$ cat config.mk
export PLATFORM = sky130hd
export DESIGN_NAME = link_pwr_ctrl
export DESIGN_NICKNAME = d
export VERILOG_FILES = /design/src/rtl/link_pwr_pkg.sv /design/src/rtl/lp_wake_timer.sv /design/src/rtl/lp_state_fsm.sv /design/src/rtl/lp_data_gate.sv /design/src/rtl/link_pwr_ctrl.sv
export SDC_FILE = /design/constraint.sdc
export NUM_CORES = 1
export LEC_CHECK = 0
export BUFFER_PORTS_ARGS = -buffer_cell sky130_fd_sc_hd__buf_4
export CORE_MARGIN = 2
export CORE_UTILIZATION = 34
export CTS_CLUSTER_DIAMETER = 100
export DETAILED_ROUTE_END_ITERATION = 12
export MAX_ROUTING_LAYER = met4
export PLACE_DENSITY_LB_ADDON = 0.08
export SYNTH_ARGS = -nofsm -noshare
export SYNTH_HDL_FRONTEND = slang
export SYNTH_SLANG_ARGS = --single-unit
$ cat constraint.sdc
create_clock -name clk -period 1.8 [get_ports clk]
set_clock_uncertainty 0.1 [all_clocks]
set_input_delay 0.18 -clock clk [delete_from_list [all_inputs] [get_ports clk]]
set_output_delay 0.18 -clock clk [all_outputs]
set_load 0.01 [all_outputs]
$ cat src/rtl/link_pwr_pkg.sv
// Shared types for the link power controller.
// Assumes: a 2-bit level code, with the values taken by the bench from the brief.
package link_pwr_pkg;
    typedef enum logic [1:0] {
        PS_ACTIVE = 2'd0,
        PS_LIGHT  = 2'd1,
        PS_DEEP   = 2'd2
    } pwr_state_t;
endpackage

$ cat src/rtl/lp_wake_timer.sv
// Wake-up settling counter. When load is high it takes the light or the deep
// latency, then counts down once per cycle to zero, where done is high.
// Assumes: LAT_DEEP > LAT_LIGHT >= 1, which the top module checks.
module lp_wake_timer #(
    parameter int LAT_LIGHT = 4,
    parameter int LAT_DEEP  = 12,
    localparam int CNT_W    = $clog2(LAT_DEEP + 1)
) (
    input  logic clk,
    input  logic rst_n,
    input  logic load,
    input  logic sel_deep,
    output logic done
);
    localparam logic [CNT_W-1:0] LIGHT_V = CNT_W'(LAT_LIGHT);
    localparam logic [CNT_W-1:0] DEEP_V  = CNT_W'(LAT_DEEP);

    logic [CNT_W-1:0] cnt_q;

    // Load on a wake request, otherwise count down and hold at zero.
    always_ff @(posedge clk) begin
        if (!rst_n)             cnt_q <= '0;
        else if (load)          cnt_q <= sel_deep ? DEEP_V : LIGHT_V;
        else if (cnt_q != '0)   cnt_q <= cnt_q - CNT_W'(1);
    end

    // Finished flag.
    always_comb done = (cnt_q == '0);


    load_busy_chk: assert property (@(posedge clk) disable iff (!rst_n)
        load |=> !done);

    count_step_chk: assert property (@(posedge clk) disable iff (!rst_n)
        (!load && !done) |=> (cnt_q == $past(cnt_q) - CNT_W'(1)));

    done_hold_chk: assert property (@(posedge clk) disable iff (!rst_n)
        (done && !load) |=> done);
endmodule

$ cat src/rtl/lp_state_fsm.sv
// Power level sequencer. It selects the next level from the requests and the
// state of the wake timer, and it records sleep requests that arrive during
// a wake-up count.
// Assumes: timer_done is low for at least one cycle after every wake_load.
module lp_state_fsm
    import link_pwr_pkg::*;
(
    input  logic       clk,
    input  logic       rst_n,
    input  logic       req_light,
    input  logic       req_deep,
    input  logic       req_wake,
    input  logic       timer_done,
    output pwr_state_t state,
    output logic       wake_load,
    output logic       wake_deep
);
    pwr_state_t state_q, state_d;
    logic       pend_light_q, pend_deep_q;
    logic       counting;

    // The wake-up count is still running in the active level.
    always_comb counting = (state_q == PS_ACTIVE) && !timer_done;

    // Next-level selection and timer load.
    always_comb begin
        state_d   = state_q;
        wake_load = 1'b0;
        wake_deep = 1'b0;
        unique case (state_q)
            PS_ACTIVE: begin
                if (timer_done) begin
                    if (req_deep || pend_deep_q)        state_d = PS_DEEP;
                    else if (req_light || pend_light_q) state_d = PS_LIGHT;
                end
            end
            PS_LIGHT: begin
                if (req_wake) begin
                    state_d   = PS_ACTIVE;
                    wake_load = 1'b1;
                end else if (req_deep) begin
                    state_d = PS_DEEP;
                end
            end
            PS_DEEP: begin
                if (req_wake) begin
                    state_d   = PS_ACTIVE;
                    wake_load = 1'b1;
                    wake_deep = 1'b1;
                end
            end
            default: state_d = PS_DEEP;
        endcase
    end

    // Level register, reset to deep sleep.
    always_ff @(posedge clk) begin
        if (!rst_n) state_q <= PS_DEEP;
        else        state_q <= state_d;
    end

    // Record sleep requests during a count and clear them otherwise.
    always_ff @(posedge clk) begin
        if (!rst_n || !counting) begin
            pend_light_q <= 1'b0;
            pend_deep_q  <= 1'b0;
        end else begin
            pend_light_q <= pend_light_q | req_light;
            pend_deep_q  <= pend_deep_q  | req_deep;
        end
    end

    // Level output.
    always_comb state = state_q;


    deep_exit_chk: assert property (@(posedge clk) disable iff (!rst_n)
        (state_q == PS_DEEP) |=> (state_q == PS_DEEP || state_q == PS_ACTIVE));

    light_wake_chk: assert property (@(posedge clk) disable iff (!rst_n)
        (state_q == PS_LIGHT && req_wake) |=> (state_q == PS_ACTIVE));

    count_hold_chk: assert property (@(posedge clk) disable iff (!rst_n)
        counting |=> (state_q == PS_ACTIVE));

    pend_keep_chk: assert property (@(posedge clk) disable iff (!rst_n)
        (counting && req_deep) |=> pend_deep_q);

    code_range_chk: assert property (@(posedge clk) disable iff (!rst_n)
        state_q != 2'd3);
endmodule

$ cat src/rtl/lp_data_gate.sv
// Traffic gate. It passes the valid flag and the data word only while the link
// is usable and forces both to zero otherwise.
// Assumes: ready comes from registers, so the gate adds only one AND level.
module lp_data_gate #(
    parameter int DATA_W = 16
) (
    input  logic              ready,
    input  logic              vld_in,
    input  logic [DATA_W-1:0] data_in,
    output logic              vld_out,
    output logic [DATA_W-1:0] data_out
);
    // One gate per data bit.
    for (genvar b = 0; b < DATA_W; b++) begin : g_bit
        always_comb data_out[b] = data_in[b] & ready;
    end

    // Gated valid.
    always_comb vld_out = vld_in & ready;
endmodule

$ cat src/rtl/link_pwr_ctrl.sv
// Top of the link power controller. It connects the sequencer, the wake timer
// and the data gate, and it decodes the two power enables and the ready flag.
// Assumes: single clock and synchronous active-low reset; requests are sampled
// at every rising edge.
module link_pwr_ctrl
    import link_pwr_pkg::*;
#(
    parameter int DATA_W     = 16,
    parameter int WAKE_LIGHT = 4,
    parameter int WAKE_DEEP  = 12
) (
    input  logic              clk,
    input  logic              rst_n,
    input  logic              req_light,
    input  logic              req_deep,
    input  logic              req_wake,
    input  logic              data_valid_in,
    input  logic [DATA_W-1:0] data_in,
    output logic              tx_valid,
    output logic [DATA_W-1:0] tx_data,
    output logic              lane_en,
    output logic              core_en,
    output logic              link_ready,
    output logic [1:0]        pwr_state
);
    if (!(WAKE_DEEP > WAKE_LIGHT && WAKE_LIGHT >= 1)) begin : g_bad_latency
        $error("deep wake latency must exceed light wake latency, both >= 1");
    end

    pwr_state_t st;
    logic       t_load, t_deep, t_done;

    lp_state_fsm u_fsm (
        .clk        (clk),
        .rst_n      (rst_n),
        .req_light  (req_light),
        .req_deep   (req_deep),
        .req_wake   (req_wake),
        .timer_done (t_done),
        .state      (st),
        .wake_load  (t_load),
        .wake_deep  (t_deep)
    );

    lp_wake_timer #(
        .LAT_LIGHT (WAKE_LIGHT),
        .LAT_DEEP  (WAKE_DEEP)
    ) u_timer (
        .clk      (clk),
        .rst_n    (rst_n),
        .load     (t_load),
        .sel_deep (t_deep),
        .done     (t_done)
    );

    // Enable and ready decode from the level and the timer.
    always_comb begin
        lane_en    = (st == PS_ACTIVE);
        core_en    = (st != PS_DEEP);
        link_ready = (st == PS_ACTIVE) && t_done;
        pwr_state  = st;
    end

    lp_data_gate #(.DATA_W(DATA_W)) u_gate (
        .ready    (link_ready),
        .vld_in   (data_valid_in),
        .data_in  (data_in),
        .vld_out  (tx_valid),
        .data_out (tx_data)
    );


    enable_order_chk: assert property (@(posedge clk) disable iff (!rst_n)
        lane_en |-> core_en);

    ready_power_chk: assert property (@(posedge clk) disable iff (!rst_n)
        link_ready |-> (lane_en && core_en));

    gate_quiet_chk: assert property (@(posedge clk) disable iff (!rst_n)
        !link_ready |-> (!tx_valid && tx_data == '0));

    ready_rise_chk: assert property (@(posedge clk) disable iff (!rst_n)
        $rose(link_ready) |-> $stable(pwr_state));
endmodule

==> parameters.txt, run 1 <==
Parameter                              Value

Run status
  Run status    finished clean

GRT
  Antenna violations before repair    0
  Overflow after GRT    0
  Via count of the first global-routing pass    approximately 630
  Largest net degree at the start of global routing    23
  Total Routing Usage GR    a little under a fifth
  Global-route wire length before repair    around 2.6 mm

Synthesis
  Register bit count reported by yosys    8
  Post-synth top cells    17 x sky130_fd_sc_hd__and3_1, 8 x sky130_fd_sc_hd__dfxtp_1, 7 x sky130_fd_sc_hd__inv_1, 7 x sky130_fd_sc_hd__nor2_1, 6 x sky130_fd_sc_hd__ha_1
  Instance count of the mapped netlist    76
  Syn nets    104
  Top cell type by total area after synthesis    sky130_fd_sc_hd__dfxtp_1
  Synth Area per Inst    7.67 um^2
  Mux contribution to synthesized area    under 10%
  Sequential share of the synthesized area    27.5%
  Top FF cell, synth    sky130_fd_sc_hd__dfxtp_1
  Number of enable-type register cells in the synthesized netlist    0
  Arithmetic-cell share of the synthesized area counting full adders, half adders and majority gates    12.9%
  Post-synthesis instance area    between 500 and 600 um^2
  Fraction of post-synthesis cell area in the top cell type by area    a little over a quarter
  Count of yosys warnings during synthesis    0
  Dominant cell by count in the synthesized netlist    sky130_fd_sc_hd__and3_1
  Synth async-reset ratio    0%
  Compound-Gate Fraction of Synth Area    between 10 and 15%
  Xor/xnor cell area share of the yosys netlist    roughly 3.0%
  Area fraction in and, or, nand and nor cells after synthesis    38.2%
  Combinational family with the most area after synthesis    simple AND/OR/NAND/NOR gates
  Cell variety after synth    25
  Largest cells by area after synthesis    sky130_fd_sc_hd__dfxtp_1 27%, sky130_fd_sc_hd__and3_1 18%, sky130_fd_sc_hd__ha_1 13%

Drt
  # DRC    0
  Average wire per cell in the routed design    about 12 um
  Total Wirelength    roughly 1.8 mm
  DRT antenna net count    0
  Detailed Route Iter0 Violations    8
  Number of iterations in the first detailed-routing pass    4
  Via total after detailed routing    approximately 730
  Vias/cell    approximately 5.0

Critical path
  Largest fanout on the critical path    9
  Arrival time at the worst endpoint    between 1 and 1.5 ns
  Setup Crit Path Kind    flop to output port
  Critical path endpoint category    output port
  Critical Path RT    1.52 ns
  Reg2Reg Setup Slack    ~0.10 ns
  Startpoint Class    flop

Min path
  Class of the most critical hold timing path    primary input to flop

Power and ir drop
  Combinational share of power    70.5%
  Power per cell area    1410 mW/mm^2
  Relative contribution of sequential cells to total power    about a fifth
  Total power draw    about 1.5 mW
  IR drop worst, VDD    about 0.00087 V
  Share of total power consumed by net switching    about two fifths
  Net switching power figure    roughly 600 uW
  Static Leakage    between 0.6 and 0.7 nW
  Internal power of the cells    900 uW
  Portion of total power attributed to the clock network    a little under a tenth

Timing
  Final setup viols    0
  Actual slew at the worst max-slew pin    0.387 ns
  Total negative setup slack    0 ns
  Fin crit period    1.72 ns
  Slew margin rel.    73.5%
  Final Cycle Share    between 90% and 100%
  Number of endpoints with negative hold slack in the final report    0
  PnR worst setup slack    0.0846 ns
  Number of pins with negative max-slew slack in the final report    0
  Maximum frequency from static timing analysis    ~580 MHz

Final layout
  Share of cells above drive strength 1    52.3%
  Number of nets in the final layout    160
  Design area    approximately 0.0011 mm^2
  Layout Cells excl Fill    ~150
  Antenna diodes    0
  Area growth from synthesis to final layout    82.6%
  Number of filler instances in the final layout    145

Clocking
  TritonCTS sink count    8
  CTS Hold Buffers Added    0
  Number of H-tree branching levels    1
  TritonCTS clock tree    done
  Worst-skew pair later-pin latency    0.26 ns
  Worst-path clk slew    ~0.06 ns
  Maximum clock path buffer count    2
  Cell at the root of the clock tree    sky130_fd_sc_hd__clkbuf_4
  CTS Buf Count    3

Die
  Die Ht    between 40 and 50 um
  Count of standard-cell rows    14
  DIE AREA    between 0.002 and 0.0025 mm^2
  Initial Util    37.4%
  I/O pin cnt    44
  Horizontal die dimension    approximately 45 um
  Placeable core area    between 0.0015 and 0.002 mm^2

Placed design
  Total cell area at the placement stage    approximately 940 um^2
  Placer's final routability congestion estimate    about 0.8
  Inst Count DP    about 140
  Detailed Place HPWL    between 1 and 1.5 mm
  Setup slack after placement    -0.0828 ns
  Count of input and output buffers    between 40 and 50

Run
  Max cap viols    0
final timing paths:
| kind | from | endpoint | depth (start not counted) |
|---|---|---|---|
| max | u_timer.cnt_q[1] | tx_data[8] | 6 |
| min | req_light | u_fsm.pend_light_q | 3 |
| max reg2reg | u_timer.cnt_q[1] | u_fsm.state[1] | 7 |
| min reg2reg | u_fsm.pend_light_q | u_fsm.pend_light_q | 2 |
power groups by stage:
stage | clock network (mW) | registers (mW) | logic [mW]
floorplan | 0 | 0.284 | 0.492
global placement | 0 | 0.287 | 0.815
detailed placement | 0 | 0.289 | 0.821
CTS | 0.148 | 0.295 | 0.939
global route | 0.160 | 0.309 | 1.15
finish | 0.141 | 0.301 | 1.06
worst max-delay path: stages (launching register included):
cell and delay, ns:
sky130_fd_sc_hd__dfxtp_2 0.33, sky130_fd_sc_hd__inv_2 0.07, sky130_fd_sc_hd__ha_4 0.14, sky130_fd_sc_hd__nor3b_4 0.22
sky130_fd_sc_hd__buf_6 0.15, sky130_fd_sc_hd__and3_4 0.18, sky130_fd_sc_hd__buf_6 0.09
flip-flops by register name, indices dropped and copies added (netlist names):
register and count:
u_timer.cnt_q 4, u_fsm.pend_deep_q 1, u_fsm.state 2, u_fsm.pend_light_q 1
kinds of logic after synthesis:
family	after synthesis
mux	1
fa+ha+maj	6
compound gates	10
simple gates	39
buf+inv	10
xor+xnor	2
flops	8
cells in the final DEF, fill, tap and decap left out, types with 2 or more instances in the layout:
cell / Yosys / final
sky130_fd_sc_hd__nand2_1: 5 / 5
sky130_fd_sc_hd__dfxtp_2: 0 / 2
sky130_fd_sc_hd__buf_4: 0 / 51
sky130_fd_sc_hd__ha_1: 6 / 5
sky130_fd_sc_hd__dfxtp_1: 8 / 5
sky130_fd_sc_hd__inv_2: 0 / 2
sky130_fd_sc_hd__nor2_1: 7 / 7
sky130_fd_sc_hd__a21oi_1: 5 / 4
sky130_fd_sc_hd__and3_1: 17 / 16
sky130_fd_sc_hd__buf_6: 0 / 3
sky130_fd_sc_hd__clkbuf_4: 0 / 3
sky130_fd_sc_hd__inv_1: 7 / 5
sky130_fd_sc_hd__nand3_1: 2 / 2
metal layers:
layer	part of all wire, %	global-route usage (%)
met1	43	20.0
met2	51	30.1
met3	4.3	6.35
met4	0.96	6.47
met5	0	-
final cells by class:
cell class	instances	area, um^2	area share [%]
multi-input combinational	58	413	38.8
timing repair buffer	54	417	39.1
sequential	8	166	15.6
inverter	7	26.3	2.47
clock buffer	3	22.5	2.12
tap	16	20.0	1.88
stage by stage:
| stage | hold WS (ns) | utilization [%] |
|---|---|---|
| after global placement | 0.319 | 60.1 |
| after CTS | 0.0544 | 64.8 |
| after detailed placement | 0.325 | 60.1 |
| after global routing | 0.0599 | 68.3 |
| final | 0.0568 | 68.3 |
| after floorplan | 0.218 | - |
what timing repair did:
item | CTS | global route
cloned | 0 | 0
resized for setup | 5 | 9
pin swaps | 1 | 3
endpoints found under the setup margin | 19 | 20
setup buffers | 4 | 4
(Power assumes the default switching activity.)
==> run 2: changes to the inputs <==
- CORE_MARGIN: 2 -> not set
==> parameters.txt, run 2 (synthesized netlist as in run 1, its figures left out) <==
Parameter                              Value

Final layout
  Share of cells above drive strength 1    57.1% (+4.8 points)
  Area growth from synthesis to final layout    97.6%
  Util after Layout    73.9% (+5.6 points)
  Register with the most flip-flops    u_timer.cnt_q
  Top library cells by usage in the layout, fill and taps aside    47 x sky130_fd_sc_hd__buf_4, 13 x sky130_fd_sc_hd__and3_1, 8 x sky130_fd_sc_hd__buf_6, 7 x sky130_fd_sc_hd__nor2_1
  Largest register FFs    4 (unchanged)
  Number of nets in the final layout    163 (+1.9%)
  Antenna diodes    0 (unchanged)
  Most common cell after layout, fill and taps aside    sky130_fd_sc_hd__buf_4

Clocking
  TritonCTS sink count    8 (unchanged)
  Worst-path clk slew    0.05 ns (about the same)
  TritonCTS clock tree    done
  Maximum clock path buffer count    2 (unchanged)
  CTS Buf Count    3 (unchanged)
  CTS Hold Buffers Added    0 (unchanged)
  Number of H-tree branching levels    1 (unchanged)
  Cell at the root of the clock tree    sky130_fd_sc_hd__clkbuf_4
  Worst-skew pair later-pin latency    0.26 ns (about the same)

Critical path
  Slowest CP cell    sky130_fd_sc_hd__dfxtp_2
  Setup Crit Path Kind    flop to output port
  Largest fanout on the critical path    5 (-4)
  Most repeated library cell on the critical path    sky130_fd_sc_hd__buf_6
  Reg-to-reg critical path startpoint    u_timer.cnt_q[0]
  Critical path cell sequence    inv_2 -> ha_4 -> nor3b_4 -> buf_6 -> clkbuf_16 -> and3_4 -> buf_6
  Critical path endpoint category    output port
  Largest stage delay, worst path    0.32 ns (about the same)
  Reg2Reg Setup Slack    0.09 ns (about the same)
  Critical Path RT    1.52 ns (about the same)
  Arrival time at the worst endpoint    1.57 ns (+0.13 ns)
  Path depth of the worst reg2reg path    7 (unchanged)
  Endpoint of the most critical register-to-register path    u_fsm.state[1]
  Startpoint Class    flop

Placed design
  Detailed Place HPWL    1.28 mm (-1.6%)
  Setup slack after placement    -0.0809 ns (+0.00187 ns)
  Placer's final routability congestion estimate    0.739 (-7.4%)
  Count of input and output buffers    43 (unchanged)

Drt
  Via total after detailed routing    753 (+3.4%)
  Vias/cell    5.05 (+1.4%)
  DRT antenna net count    0 (unchanged)
  Detailed Route Iter0 Violations    17 (+9)
  Number of iterations in the first detailed-routing pass    8 (+4)
  Average wire per cell in the routed design    13.5 um (+12%)
  # DRC    4 (+4)
  Total Wirelength    2.02 mm (+14%)

Timing
  Fin crit period    1.85 ns (+0.133 ns)
  Total negative setup slack    -0.358 ns (-0.358 ns)
  Maximum frequency from static timing analysis    541 MHz (-7.2%)
  Actual slew at the worst max-slew pin    0.355 ns (-0.0321 ns)
  Final Cycle Share    103% (+7.4 points)
  Final setup viols    16 (+16)
  Hold slack final    0.0534 ns (-0.00344 ns)
  Number of endpoints with negative hold slack in the final report    0 (unchanged)
  Slew margin rel.    75.7% (+2.2 points)
  Number of pins with negative max-slew slack in the final report    0 (unchanged)
  PnR worst setup slack    -0.0488 ns (-0.133 ns)
  Setup repair after global routing missed its margin    true

Run status
  Violations in the final reports    DRC, setup timing
  Run status    finished with violations

Die
  Count of standard-cell rows    14 (unchanged)
  Die Ht    43.4 um (-4.4%)
  DIE AREA    0.00188 mm^2 (-8.6%)
  Horizontal die dimension    43.4 um (-4.4%)
  I/O pin cnt    44 (unchanged)
  Placeable core area    0.00156 mm^2 (unchanged)
  Initial Util    37.4% (unchanged)

Min path
  Hold path startpoint    req_light
  Hold Path Cell Cnt    3 (unchanged)
  Worst-case hold path end point    u_fsm.pend_light_q
  Class of the most critical hold timing path    primary input to flop

GRT
  Antenna violations before repair    0 (unchanged)
  Overflow after GRT    0 (unchanged)
  Global-route wire length before repair    2.87 mm (+9.8%)
  Largest net degree at the start of global routing    20 (-13%)
  Total Routing Usage GR    21.0% (+2.9 points)
  Via count of the first global-routing pass    637 (+1.8%)

Run
  Max cap viols    0 (unchanged)

Power and ir drop
  Power per cell area    1530 mW/mm^2 (+8.8%)
  IR drop worst, VDD    0.000889 V (+2.7%)
  Static Leakage    0.627 nW (+4.0%)
[run 2: cell type report]
| type | instances | area, um^2 |
|---|---|---|
| Timing Repair Buffer | 57 | 488 |
| Inverter | 7 | 26.3 |
| Sequential cell | 8 | 165 |
| Fill cell | 133 | 407 |
| Clock buffer | 3 | 22.5 |
| Tap cell | 16 | 20.0 |
| Multi-Input combinational cell | 58 | 430 |
[run 2: critical path: cells and delay by family, from the launching register on]
family / cells / cell delay, ns
flip-flops: 1 / 0.32
buffers and inverters: 4 / 0.44
AND/OR/NAND/NOR: 2 / 0.40
adder cells (fa/ha/maj): 1 / 0.14
[run 2: report_power, final]
group / switching (mW) / internal (mW)
Combinational: 0.547 / 0.776
Sequential: 0.0632 / 0.240
Clock: 0.0636 / 0.0765
[run 2: how the worst max path moves through the flow]
stage	from	end	slack, ns	depth (start not counted)
2_1_floorplan	u_timer.cnt_q[0]	u_fsm.state[0]	0.01	6
3_3_place_gp	u_timer.cnt_q[1]	tx_data[3]	-0.02	5
3_5_place_dp	u_timer.cnt_q[1]	tx_data[4]	-0.08	5
4_1_cts	u_fsm.state[1]	tx_data[4]	0.006	5
5_1_grt	u_timer.cnt_q[1]	tx_data[7]	-0.10	7
6_report	u_timer.cnt_q[0]	tx_data[7]	-0.05	7
[run 2: metrics by stage]
| stage | area, um^2 | instances | power, mW |
|---|---|---|---|
| CTS | 1020 | 142 | 1.43 |
| global placement | 937 | 135 | 1.10 |
| floorplan | 583 | 76 | 0.776 |
| global route | 1150 | 149 | 1.90 |
| finish | 1150 | 149 | 1.77 |
| detailed placement | 937 | 135 | 1.11 |
[run 2: repair_timing]
item,4_1_cts,5_1_grt
cloned,0,2
hold endpoints to repair,0,0
buffers inserted,4,5
endpoints found under the setup margin,19,20
pin swaps,1,5
gates resized for setup,5,17
[run 2: metal layers]
metal | GRT usage (%) | wire [um] | vias to the layer above
met1 | 23.3 | 758 | 349
li1 | - | - | 376
met4 | 7.50 | 27 | 0
met2 | 36.4 | 1130 | 24
met3 | 5.42 | 98 | 4
met5 | - | 0 | -
